--- src/rtl/wbuf_pkg.sv ---
package wbuf_pkg;
    typedef enum logic [1:0] {
        RD_IDLE  = 2'd0,
        RD_ISSUE = 2'd1,
        RD_WAIT  = 2'd2,
        RD_FWD   = 2'd3
    } rd_state_e;

    typedef enum logic [1:0] {
        SRC_NONE  = 2'd0,
        SRC_READ  = 2'd1,
        SRC_WRITE = 2'd2
    } mem_src_e;
endpackage

--- src/rtl/wbuf_fifo.sv ---
module wbuf_fifo #(
    parameter int ADDR_W = 16,
    parameter int DATA_W = 32,
    parameter int DEPTH  = 4
) (
    input  logic              clk,
    input  logic              rst_n,
    input  logic              push,
    input  logic [ADDR_W-1:0] push_addr,
    input  logic [DATA_W-1:0] push_data,
    input  logic              pop,
    output logic [ADDR_W-1:0] head_addr,
    output logic [DATA_W-1:0] head_data,
    output logic              empty,
    output logic              full,
    input  logic [ADDR_W-1:0] look_addr,
    output logic              look_hit,
    output logic [DATA_W-1:0] look_data
);
    localparam int PTR_W = (DEPTH > 1) ? $clog2(DEPTH) : 1;
    localparam int CNT_W = $clog2(DEPTH + 1);
    localparam logic [PTR_W-1:0] LAST_SLOT = PTR_W'(DEPTH - 1);
    localparam logic [CNT_W-1:0] FULL_CNT  = CNT_W'(DEPTH);

    logic [ADDR_W-1:0] addr_q [DEPTH];
    logic [DATA_W-1:0] data_q [DEPTH];
    logic [DEPTH-1:0]  live_q;
    logic [PTR_W-1:0]  head_q, tail_q;
    logic [CNT_W-1:0]  cnt_q;
    logic [DEPTH-1:0]  match_vec;

    function automatic logic [PTR_W-1:0] bump(input logic [PTR_W-1:0] p);
        return (p == LAST_SLOT) ? '0 : p + 1'b1;
    endfunction

    always_ff @(posedge clk) begin
        if (!rst_n) begin
            head_q <= '0;
            tail_q <= '0;
            cnt_q  <= '0;
            live_q <= '0;
        end else begin
            if (pop) begin
                live_q[head_q] <= 1'b0;
                head_q         <= bump(head_q);
            end
            if (push) begin
                addr_q[tail_q] <= push_addr;
                data_q[tail_q] <= push_data;
                live_q[tail_q] <= 1'b1;
                tail_q         <= bump(tail_q);
            end
            if (push && !pop)
                cnt_q <= cnt_q + 1'b1;
            else if (pop && !push)
                cnt_q <= cnt_q - 1'b1;
        end
    end

    assign empty     = (cnt_q == '0);
    assign full      = (cnt_q == FULL_CNT);
    assign head_addr = addr_q[head_q];
    assign head_data = data_q[head_q];

    // One comparator per slot
    generate
        for (genvar g = 0; g < DEPTH; g++) begin : g_cmp
            assign match_vec[g] = live_q[g] && (addr_q[g] == look_addr);
        end
    endgenerate

    // Walk slots oldest to youngest; the last hit wins
    always_comb begin
        look_hit  = 1'b0;
        look_data = '0;
        for (int k = 0; k < DEPTH; k++) begin
            int slot;
            slot = int'(head_q) + k;
            if (slot >= DEPTH)
                slot = slot - DEPTH;
            if (match_vec[PTR_W'(slot)]) begin
                look_hit  = 1'b1;
                look_data = data_q[PTR_W'(slot)];
            end
        end
    end

    assert_no_overflow_R8: assert property (@(posedge clk) disable iff (!rst_n)
        push |-> (cnt_q != FULL_CNT) || pop);

    assert_no_underflow_R9: assert property (@(posedge clk) disable iff (!rst_n)
        pop |-> (cnt_q != '0));

    assert_count_tracks_R7: assert property (@(posedge clk) disable iff (!rst_n)
        (push && !pop) |=> (cnt_q == $past(cnt_q) + 1'b1));
endmodule

--- src/rtl/wbuf_rd_ctl.sv ---
module wbuf_rd_ctl
    import wbuf_pkg::*;
#(
    parameter int ADDR_W = 16,
    parameter int DATA_W = 32
) (
    input  logic              clk,
    input  logic              rst_n,
    input  logic              rd_valid,
    input  logic [ADDR_W-1:0] rd_addr,
    input  logic              rd_evict,
    output logic              rd_ready,
    output logic              rd_accept,
    input  logic              buf_full,
    input  logic              buf_hit,
    input  logic [DATA_W-1:0] buf_hit_data,
    output logic              mem_rd_req,
    output logic [ADDR_W-1:0] mem_rd_addr,
    input  logic              mem_rd_grant,
    input  logic              mem_rsp_valid,
    input  logic [DATA_W-1:0] mem_rsp_data,
    output logic              rd_resp_valid,
    output logic [DATA_W-1:0] rd_resp_data,
    output logic              rd_resp_fwd
);
    rd_state_e         state_q, state_d;
    logic [ADDR_W-1:0] addr_q;
    logic [DATA_W-1:0] fwd_q;

    assign rd_ready  = (state_q == RD_IDLE) && (!rd_evict || !buf_full);
    assign rd_accept = rd_valid && rd_ready;

    always_comb begin
        state_d = state_q;
        unique case (state_q)
            RD_IDLE:  if (rd_accept) state_d = buf_hit ? RD_FWD : RD_ISSUE;
            RD_ISSUE: if (mem_rd_grant) state_d = RD_WAIT;
            RD_WAIT:  if (mem_rsp_valid) state_d = RD_IDLE;
            RD_FWD:   state_d = RD_IDLE;
            default:  state_d = RD_IDLE;
        endcase
    end

    always_ff @(posedge clk) begin
        if (!rst_n) begin
            state_q <= RD_IDLE;
            addr_q  <= '0;
            fwd_q   <= '0;
        end else begin
            state_q <= state_d;
            if (rd_accept) begin
                addr_q <= rd_addr;
                fwd_q  <= buf_hit_data;
            end
        end
    end

    always_comb begin
        mem_rd_req    = 1'b0;
        rd_resp_valid = 1'b0;
        rd_resp_data  = '0;
        rd_resp_fwd   = 1'b0;
        unique case (state_q)
            RD_IDLE:  ;
            RD_ISSUE: mem_rd_req = 1'b1;
            RD_WAIT: begin
                rd_resp_valid = mem_rsp_valid;
                rd_resp_data  = mem_rsp_data;
            end
            RD_FWD: begin
                rd_resp_valid = 1'b1;
                rd_resp_data  = fwd_q;
                rd_resp_fwd   = 1'b1;
            end
            default: ;
        endcase
    end
    assign mem_rd_addr = addr_q;

    assert_accept_leaves_idle_R3: assert property (@(posedge clk) disable iff (!rst_n)
        rd_accept |=> !rd_ready);

    assert_single_response_R3: assert property (@(posedge clk) disable iff (!rst_n)
        rd_resp_valid |=> !rd_resp_valid);

    assert_hit_skips_memory_R5: assert property (@(posedge clk) disable iff (!rst_n)
        (rd_accept && buf_hit) |=> (!mem_rd_req && rd_resp_valid && rd_resp_fwd));

    assert_miss_requests_R4: assert property (@(posedge clk) disable iff (!rst_n)
        (rd_accept && !buf_hit) |=> mem_rd_req);
endmodule

--- src/rtl/wbuf_arb.sv ---
module wbuf_arb
    import wbuf_pkg::*;
#(
    parameter int ADDR_W = 16,
    parameter int DATA_W = 32
) (
    input  logic              rd_req,
    input  logic [ADDR_W-1:0] rd_addr,
    input  logic              wr_avail,
    input  logic [ADDR_W-1:0] head_addr,
    input  logic [DATA_W-1:0] head_data,
    input  logic              mem_req_ready,
    output logic              mem_req_valid,
    output logic              mem_req_write,
    output logic [ADDR_W-1:0] mem_req_addr,
    output logic [DATA_W-1:0] mem_req_wdata,
    output logic              rd_grant,
    output logic              wr_pop
);
    mem_src_e src;

    always_comb begin
        if (rd_req)
            src = SRC_READ;
        else if (wr_avail)
            src = SRC_WRITE;
        else
            src = SRC_NONE;
    end

    always_comb begin
        mem_req_valid = 1'b0;
        mem_req_write = 1'b0;
        mem_req_addr  = '0;
        mem_req_wdata = '0;
        rd_grant      = 1'b0;
        wr_pop        = 1'b0;
        unique case (src)
            SRC_NONE: ;
            SRC_READ: begin
                mem_req_valid = 1'b1;
                mem_req_addr  = rd_addr;
                rd_grant      = mem_req_ready;
            end
            SRC_WRITE: begin
                mem_req_valid = 1'b1;
                mem_req_write = 1'b1;
                mem_req_addr  = head_addr;
                mem_req_wdata = head_data;
                wr_pop        = mem_req_ready;
            end
            default: ;
        endcase
    end
endmodule

--- src/rtl/write_bypass_buffer.sv ---
module write_bypass_buffer #(
    parameter int ADDR_W = 16,
    parameter int DATA_W = 32,
    parameter int DEPTH  = 4
) (
    input  logic              clk,
    input  logic              rst_n,
    input  logic              wr_valid,
    output logic              wr_ready,
    input  logic [ADDR_W-1:0] wr_addr,
    input  logic [DATA_W-1:0] wr_data,
    input  logic              rd_valid,
    output logic              rd_ready,
    input  logic [ADDR_W-1:0] rd_addr,
    input  logic              rd_evict,
    input  logic [ADDR_W-1:0] rd_evict_addr,
    input  logic [DATA_W-1:0] rd_evict_data,
    output logic              rd_resp_valid,
    output logic [DATA_W-1:0] rd_resp_data,
    output logic              rd_resp_fwd,
    output logic              mem_req_valid,
    input  logic              mem_req_ready,
    output logic              mem_req_write,
    output logic [ADDR_W-1:0] mem_req_addr,
    output logic [DATA_W-1:0] mem_req_wdata,
    input  logic              mem_rsp_valid,
    input  logic [DATA_W-1:0] mem_rsp_data
);
    logic              rd_accept, evict_push, store_push, push, pop;
    logic              buf_full, buf_empty, buf_hit, rd_req, rd_grant;
    logic [ADDR_W-1:0] push_addr, head_addr, rd_req_addr;
    logic [DATA_W-1:0] push_data, head_data, buf_hit_data;

    assign evict_push = rd_accept && rd_evict;
    assign wr_ready   = !buf_full && !evict_push;
    assign store_push = wr_valid && wr_ready;
    assign push       = evict_push || store_push;
    assign push_addr  = evict_push ? rd_evict_addr : wr_addr;
    assign push_data  = evict_push ? rd_evict_data : wr_data;

    wbuf_fifo #(.ADDR_W(ADDR_W), .DATA_W(DATA_W), .DEPTH(DEPTH)) u_fifo (
        .clk       (clk),
        .rst_n     (rst_n),
        .push      (push),
        .push_addr (push_addr),
        .push_data (push_data),
        .pop       (pop),
        .head_addr (head_addr),
        .head_data (head_data),
        .empty     (buf_empty),
        .full      (buf_full),
        .look_addr (rd_addr),
        .look_hit  (buf_hit),
        .look_data (buf_hit_data)
    );

    wbuf_rd_ctl #(.ADDR_W(ADDR_W), .DATA_W(DATA_W)) u_rd (
        .clk           (clk),
        .rst_n         (rst_n),
        .rd_valid      (rd_valid),
        .rd_addr       (rd_addr),
        .rd_evict      (rd_evict),
        .rd_ready      (rd_ready),
        .rd_accept     (rd_accept),
        .buf_full      (buf_full),
        .buf_hit       (buf_hit),
        .buf_hit_data  (buf_hit_data),
        .mem_rd_req    (rd_req),
        .mem_rd_addr   (rd_req_addr),
        .mem_rd_grant  (rd_grant),
        .mem_rsp_valid (mem_rsp_valid),
        .mem_rsp_data  (mem_rsp_data),
        .rd_resp_valid (rd_resp_valid),
        .rd_resp_data  (rd_resp_data),
        .rd_resp_fwd   (rd_resp_fwd)
    );

    wbuf_arb #(.ADDR_W(ADDR_W), .DATA_W(DATA_W)) u_arb (
        .rd_req        (rd_req),
        .rd_addr       (rd_req_addr),
        .wr_avail      (!buf_empty),
        .head_addr     (head_addr),
        .head_data     (head_data),
        .mem_req_ready (mem_req_ready),
        .mem_req_valid (mem_req_valid),
        .mem_req_write (mem_req_write),
        .mem_req_addr  (mem_req_addr),
        .mem_req_wdata (mem_req_wdata),
        .rd_grant      (rd_grant),
        .wr_pop        (pop)
    );

    assert_read_first_R4: assert property (@(posedge clk) disable iff (!rst_n)
        rd_req |-> !pop);

    assert_full_blocks_store_R8: assert property (@(posedge clk) disable iff (!rst_n)
        buf_full |-> !store_push);

    assert_victim_queued_R6: assert property (@(posedge clk) disable iff (!rst_n)
        evict_push |=> !buf_empty);
endmodule

--- config.mk ---
export PLATFORM = sky130hd
export DESIGN_NAME = write_bypass_buffer
export DESIGN_NICKNAME = d
export VERILOG_FILES = /design/src/rtl/wbuf_pkg.sv /design/src/rtl/wbuf_fifo.sv /design/src/rtl/wbuf_rd_ctl.sv /design/src/rtl/wbuf_arb.sv /design/src/rtl/write_bypass_buffer.sv
export SDC_FILE = /design/constraint.sdc
export NUM_CORES = 1
export LEC_CHECK = 0
export CAP_MARGIN = 20
export CORE_MARGIN = 2
export CORE_UTILIZATION = 50
export CTS_CLUSTER_DIAMETER = 120
export DETAILED_ROUTE_END_ITERATION = 6
export GPL_TIMING_DRIVEN = 0
export HOLD_SLACK_MARGIN = 0.02
export PLACE_DENSITY = 0.74
export SLEW_MARGIN = 20
export SYNTH_ARGS = -nofsm -noshare
export SYNTH_HDL_FRONTEND = slang
export SYNTH_SLANG_ARGS = --single-unit
--- constraint.sdc ---
create_clock -name clk -period 7.6 [get_ports clk]
set_input_delay 1.14 -clock clk [delete_from_list [all_inputs] [get_ports clk]]
set_output_delay 1.14 -clock clk [all_outputs]
set_load 0.1 [all_outputs]
==> results_dict.tcl, run 1 <==
set metrics [dict create \
    die_height_um 174.1 \
    yosysUniqueCellTypes 54 \
    crit_buf_inv 5 \
    min_path_type "reg -> reg" \
    htreeDepth 1 \
    async_flop_share_pct 0 \
    outcome "completed" \
    worstMarginPinSlew_ps 1158 \
    nets 1607 \
    die_w_um 174.1 \
    skew_ps 10.44 \
    cts.sinks 255 \
    die-area_um2 30330 \
    ir_drop_uv 284.6 \
    slew_headroom_pct 22.77 \
    ctsLongestPathBuffers 3 \
    maxSlewViolCount 0 \
    postCtsResizedCells 0 \
    dr_total_vias 11800 \
    grt_max_degree 33 \
    nFillCells 2190 \
    grt_pass1_wl_um 68230 \
    yosysWarnings 0 \
    regArea_um2 7027 \
    cts_made_buffers 27 \
    ant_nets 0 \
    post_dp_cell_area_um2 17260 \
    crit_top_cell "clkbuf_1" \
    layout_common_cells "clkdlybuf4s50_1 (220), edfxtp_1 (192), mux2i_1 (123)" \
    cp-start-kind "register" \
    grt_overflow 0 \
    ys_seq_area_share_pct 48.54 \
    antenna_found_initial 2 \
    worst_setup_path_end_kind "primary output" \
    crit_type "reg -> out" \
    viasPerCell 6.369 \
    cts_setup_buffers 0 \
    route.detailed.drc 0 \
    critPathArrivalTime_ps 4990 \
    dp_hpwl_um 32080 \
    grt_util_all_layers_pct 29.65 \
    drive_gt1_share_pct 12.76 \
    syn-cell-area_um2 14480 \
    wl_um 46050 \
    cap_viol_max_count 0 \
    fmax_ghz 0.1632 \
    synth-seq-cells 255 \
    cp.required_ps 6460 \
    synth-edff-count 192 \
    min_period_over_period_pct 80.60 \
    path_cells "clkbuf_1 -> nor2b_1 -> clkbuf_1 -> nor2_1 -> clkbuf_1 -> clkbuf_1 -> a22o_1 -> clkdlybuf4s50_1" \
    first_global_vias 11460 \
    setup_viol 0 \
    hold_violations 0 \
    cp_slowest_stage_delay_ps 1150 \
    cts_tree "yes" \
    rows 62 \
    ctsHoldBuffers 0 \
    pin_count 237 \
    p_leak_uw 0.005792 \
    dr.first_iter.drc_count 1619 \
    synth_nets 1354 \
    critPathMaxFanout 11 \
    synthFlopType "edfxtp_1" \
    syn_area_per_cell_um2 12.13 \
    wl_per_cell_um 24.86 \
    final_common_cell "clkdlybuf4s50_1" \
    clk_latency_ps 550 \
    firstDrtPassIters 6 \
    clkTransAtPathRegs_ps 60 \
    period_minus_slack_ps 6126 \
    multi_input_area_um2 6977 \
    port-buffer-count 220 \
    netlist_instances 1193 \
    area_growth_pct 25.02 \
    tns_ps 0 \
    initial_utilization_pct 50.57 \
    slowest_stage "clkdlybuf4s50_1" \
    rsz0062_at_grt "false" \
    crit_family "buffers and inverters" \
    root_buffer "clkbuf_16" \
    core_area_um2 28630 \
    globalplace.congestion 0.9204 \
    power_density_nw_per_um2 309.8 \
    final_cell_area_um2 18100 \
]
-- power breakdown --
part           switching [uW]  internal, uW  total, uW
logic                    1840           791       2630
registers                73.3          1630       1710
clock network             543           729       1270
-- flip-flops by register name, indices dropped and copies added, names as in the netlist, named ones only --
name and count:
u_fifo.addr_q 64, u_rd.fwd_q 32, u_fifo.data_q 128, u_fifo.head_q 2, u_fifo.tail_q 2, u_fifo.cnt_q 3, u_rd.state_q 2, u_rd.mem_rd_addr 16
u_fifo.live_q 4
-- worst paths after layout --
check | start | endpoint | slack, ps | cells past startpoint
min | u_rd.fwd_q[20]$_SDFFE_PN0N_ | u_rd.fwd_q[20]$_SDFFE_PN0N_ | 450 | 2
max reg2reg | u_rd.state_q[0]$_SDFFE_PN0P_ | u_fifo.data_q[3][26]$_DFFE_PP_ | 3630 | 8
max | u_rd.state_q[0]$_SDFFE_PN0P_ | mem_req_addr[6] | 1470 | 8
min reg2reg | u_rd.fwd_q[20]$_SDFFE_PN0N_ | u_rd.fwd_q[20]$_SDFFE_PN0N_ | 450 | 2
-- stage by stage --
step                setup WS [ps]  power, uW  cells  util [%]  hold WS, ps
finish                       1474       5607   1852     63.22        448.5
global route                 1334       5760   1852     63.22        468.6
CTS                          1497       5579   1850     63.20        450.9
detailed placement           2068       4328   1801     60.29        444.2
global placement             1517       4302   1797     59.94        439.1
floorplan                    1531       3598   1193         -        429.2
-- area by class of cell --
type	count	share of cell area (%)
diodes	2	0.02766
well taps	384	2.655
inverters	8	0.1659
multi-input cells	820	38.55
clock buffers	37	3.996
flip-flops and latches	255	38.83
plain buffers	110	2.558
repair buffers	224	12.61
clock inverters	12	0.6015
-- cell usage after synthesis, types with 32 or more instances --
library cell  count  area, um2
o22ai_1          32      200.2
mux2i_1         123       1231
edfxtp_1        192       5766
dfxtp_1          63       1261
o21ai_0          34      170.2
xnor2_1          43      376.6
clkbuf_1         71      266.5
mux2_2           50      563.0
and2_1           56      350.3
nor2b_1          40      250.2
mux4_2           60       1351
a211oi_1         54      405.4
nand2_1          80      300.3
-- per-layer routing --
metal / wire length (um) / global-route usage [%] / share of wire [%]
met1: 17960 / 39.30 / 39
met2: 21380 / 47.74 / 46
met3: 4816 / 6.168 / 10
met4: 1888 / 12.22 / 4.1
met5: 0 / 0 / 0
-- cell families after synthesis --
kind of cell             Yosys count  synth area share, %
multiplexers                     234                21.83
AND/OR/NAND/NOR                  264                9.664
buffers and inverters            118                3.397
AO/OA/AOI/OAI                    246                11.66
flip-flops                       255                48.54
adder cells (fa/ha/maj)           10               0.9163
XOR/XNOR                          66                3.993
-- worst min-delay path: stages, from the launching register on --
cell and delay [ps]:
dfxtp_1 310, nand2_1 50, o21ai_1 50
(Power assumes the default switching activity.)
==> run 2, diff against run 1 <==
- clock period: 7.6 -> 5.8 ns (I/O delays scaled with it)
==> results_dict.tcl, run 2 (synthesis results as in run 1) <==
set metrics [dict create \
    outcome "completed" \
    period_minus_slack_ps 5601 \
    skew_ps 7.781 \
    dr_total_vias 11760 \
    initial_utilization_pct 50.57 \
    crit_family "buffers and inverters" \
    route.detailed.drc 0 \
    dr_wl_met3_um 4997 \
    crit_buf_inv 5 \
    min_path_type "reg -> reg" \
    viasPerCell 6.348 \
    cts.sinks 255 \
    area_growth_pct 25.08 \
    rows 62 \
    ir_drop_uv 373.4 \
    p_total_uw 7335 \
    port-buffer-count 220 \
    cp.required_ps 4930 \
    worstMarginPinSlew_ps 1160 \
    nets 1607 \
    worst_setup_path_end_kind "primary output" \
    hold_violations 0 \
    wl_met2_um 21270 \
    ant_nets 0 \
    rsz0062_at_grt "false" \
    final_common_cell "clkdlybuf4s50_1" \
    antenna_found_initial 2 \
    slowest_stage "dlygate4sd2_1" \
    cts_made_buffers 27 \
    wl_met1_um 17880 \
    critPathArrivalTime_ps 4730 \
    first_global_vias 11460 \
    grt_util_all_layers_pct 29.66 \
    setup_viol 0 \
    firstDrtPassIters 6 \
    wl_per_cell_um 24.87 \
    crit_top_cell "clkbuf_1" \
    cts_tree "yes" \
    largest_reg_flops 128 \
    dp_hpwl_um 32080 \
    reg.largest.list "u_fifo.data_q x128, u_fifo.addr_q x64, u_rd.fwd_q x32" \
    htreeDepth 1 \
    min_period_over_period_pct 96.57 \
    ctsLongestPathBuffers 3 \
    grt_pass1_wl_um 68250 \
    cp-start-kind "register" \
    pin_count 237 \
    slew_headroom_pct 22.65 \
    fin_cells 1852 \
    crit_type "reg -> out" \
    die_height_um 174.1 \
    drive_gt1_share_pct 12.76 \
    reg2reg_slack_ps 1820 \
    grt_max_degree 33 \
    dr.first_iter.drc_count 1568 \
    core_area_um2 28630 \
    path_cells "clkbuf_1 -> nor2b_1 -> clkbuf_1 -> nor2_1 -> clkbuf_1 -> clkbuf_1 -> a22o_1 -> dlygate4sd2_1" \
    critPathMaxFanout 11 \
    wl_um 46060 \
    power_density_nw_per_um2 405.1 \
    fmax_ghz 0.1785 \
    root_buffer "clkbuf_16" \
    fin_util_pct 63.25 \
    die_w_um 174.1 \
    maxSlewViolCount 0 \
    placed_cells 1801 \
    cp_slowest_stage_delay_ps 870 \
    dr.max_layer_used "met4" \
    largest_register "u_fifo.data_q" \
    whs_ps 448.4 \
    die-area_um2 30330 \
    clk_latency_ps 550 \
    globalplace.congestion 0.9204 \
    clkTransAtPathRegs_ps 60 \
    cap_viol_max_count 0 \
    p_leak_uw 0.005893 \
    grt_overflow 0 \
    layout_common_cells "clkdlybuf4s50_1 (210), edfxtp_1 (192), mux2i_1 (123)" \
]
==> run 2: changes by cell type in the layout (fill, tap and decap cells not counted), sizes merged <==
cell           change
clkdlybuf4s50     -10
dlygate4sd2        +4
dlymetal6s2s       +6
==> run 2: where the power goes <==
| part | internal (uW) | switching [uW] | leakage [uW] |
|---|---|---|---|
| logic | 1030 | 2400 | 0.00322 |
| clock network | 956 | 712 | 0.000409 |
| registers | 2140 | 96.3 | 0.00226 |
==> run 2: per-stage QoR <==
| stage | TNS [ps] | area [um2] | setup WS [ps] |
|---|---|---|---|
| 2_1_floorplan | 0 | 14480 | 0.8145 |
| 5_1_grt | 0 | 18110 | 78.12 |
| 4_1_cts | 0 | 18080 | 14.79 |
| 3_5_place_dp | 0 | 17260 | 584.5 |
| 3_3_place_gp | -284.4 | 17160 | -12.79 |
| 6_report | 0 | 18110 | 199.0 |
==> run 2: worst paths after layout <==
kind         cells past startpoint                         start                              to
max                              8  u_rd.state_q[0]$_SDFFE_PN0P_                 mem_req_addr[6]
min                              2   u_rd.fwd_q[20]$_SDFFE_PN0N_     u_rd.fwd_q[20]$_SDFFE_PN0N_
max reg2reg                      8  u_rd.state_q[0]$_SDFFE_PN0P_  u_fifo.data_q[3][26]$_DFFE_PP_
min reg2reg                      2   u_rd.fwd_q[20]$_SDFFE_PN0N_     u_rd.fwd_q[20]$_SDFFE_PN0N_
==> run 2: cell type report <==
cell class	instances	area, um2
clock inverter	12	108.9
antenna	2	5.005
multi-input combinational	820	6977
inverter	8	30.03
fill	2190	10520
clock buffer	37	723.2
sequential	255	7027
tap	384	480.5
timing repair buffer	224	2292
buffer	110	462.9
==> run 2: metal layers <==
| metal | vias up | track usage [%] |
|---|---|---|
| li1 | 5090 | - |
| met1 | 5804 | 39.31 |
| met2 | 729 | 47.74 |
| met3 | 134 | 6.168 |
| met4 | 0 | 12.25 |
| met5 | - | 0 |
==> run 2: worst reg2reg max path, cell delays in order (launching register included) <==
cell      delay [ps]
dfxtp_1          300
clkbuf_1         700
a211oi_1         240
and2_1           240
clkbuf_1         160
nand2_1          170
clkbuf_1         680
clkbuf_1         740
mux2_2           490
==> run 2: repair_timing <==
| action | 4_1_cts | 5_1_grt |
|---|---|---|
| hold buffers | 0 | 0 |
| hold endpoints to repair | 0 | 0 |
| gates resized for setup | 4 | 6 |
| setup buffers | 0 | 0 |
| setup endpoints to repair | 4 | 6 |
| pin swaps | 0 | 0 |
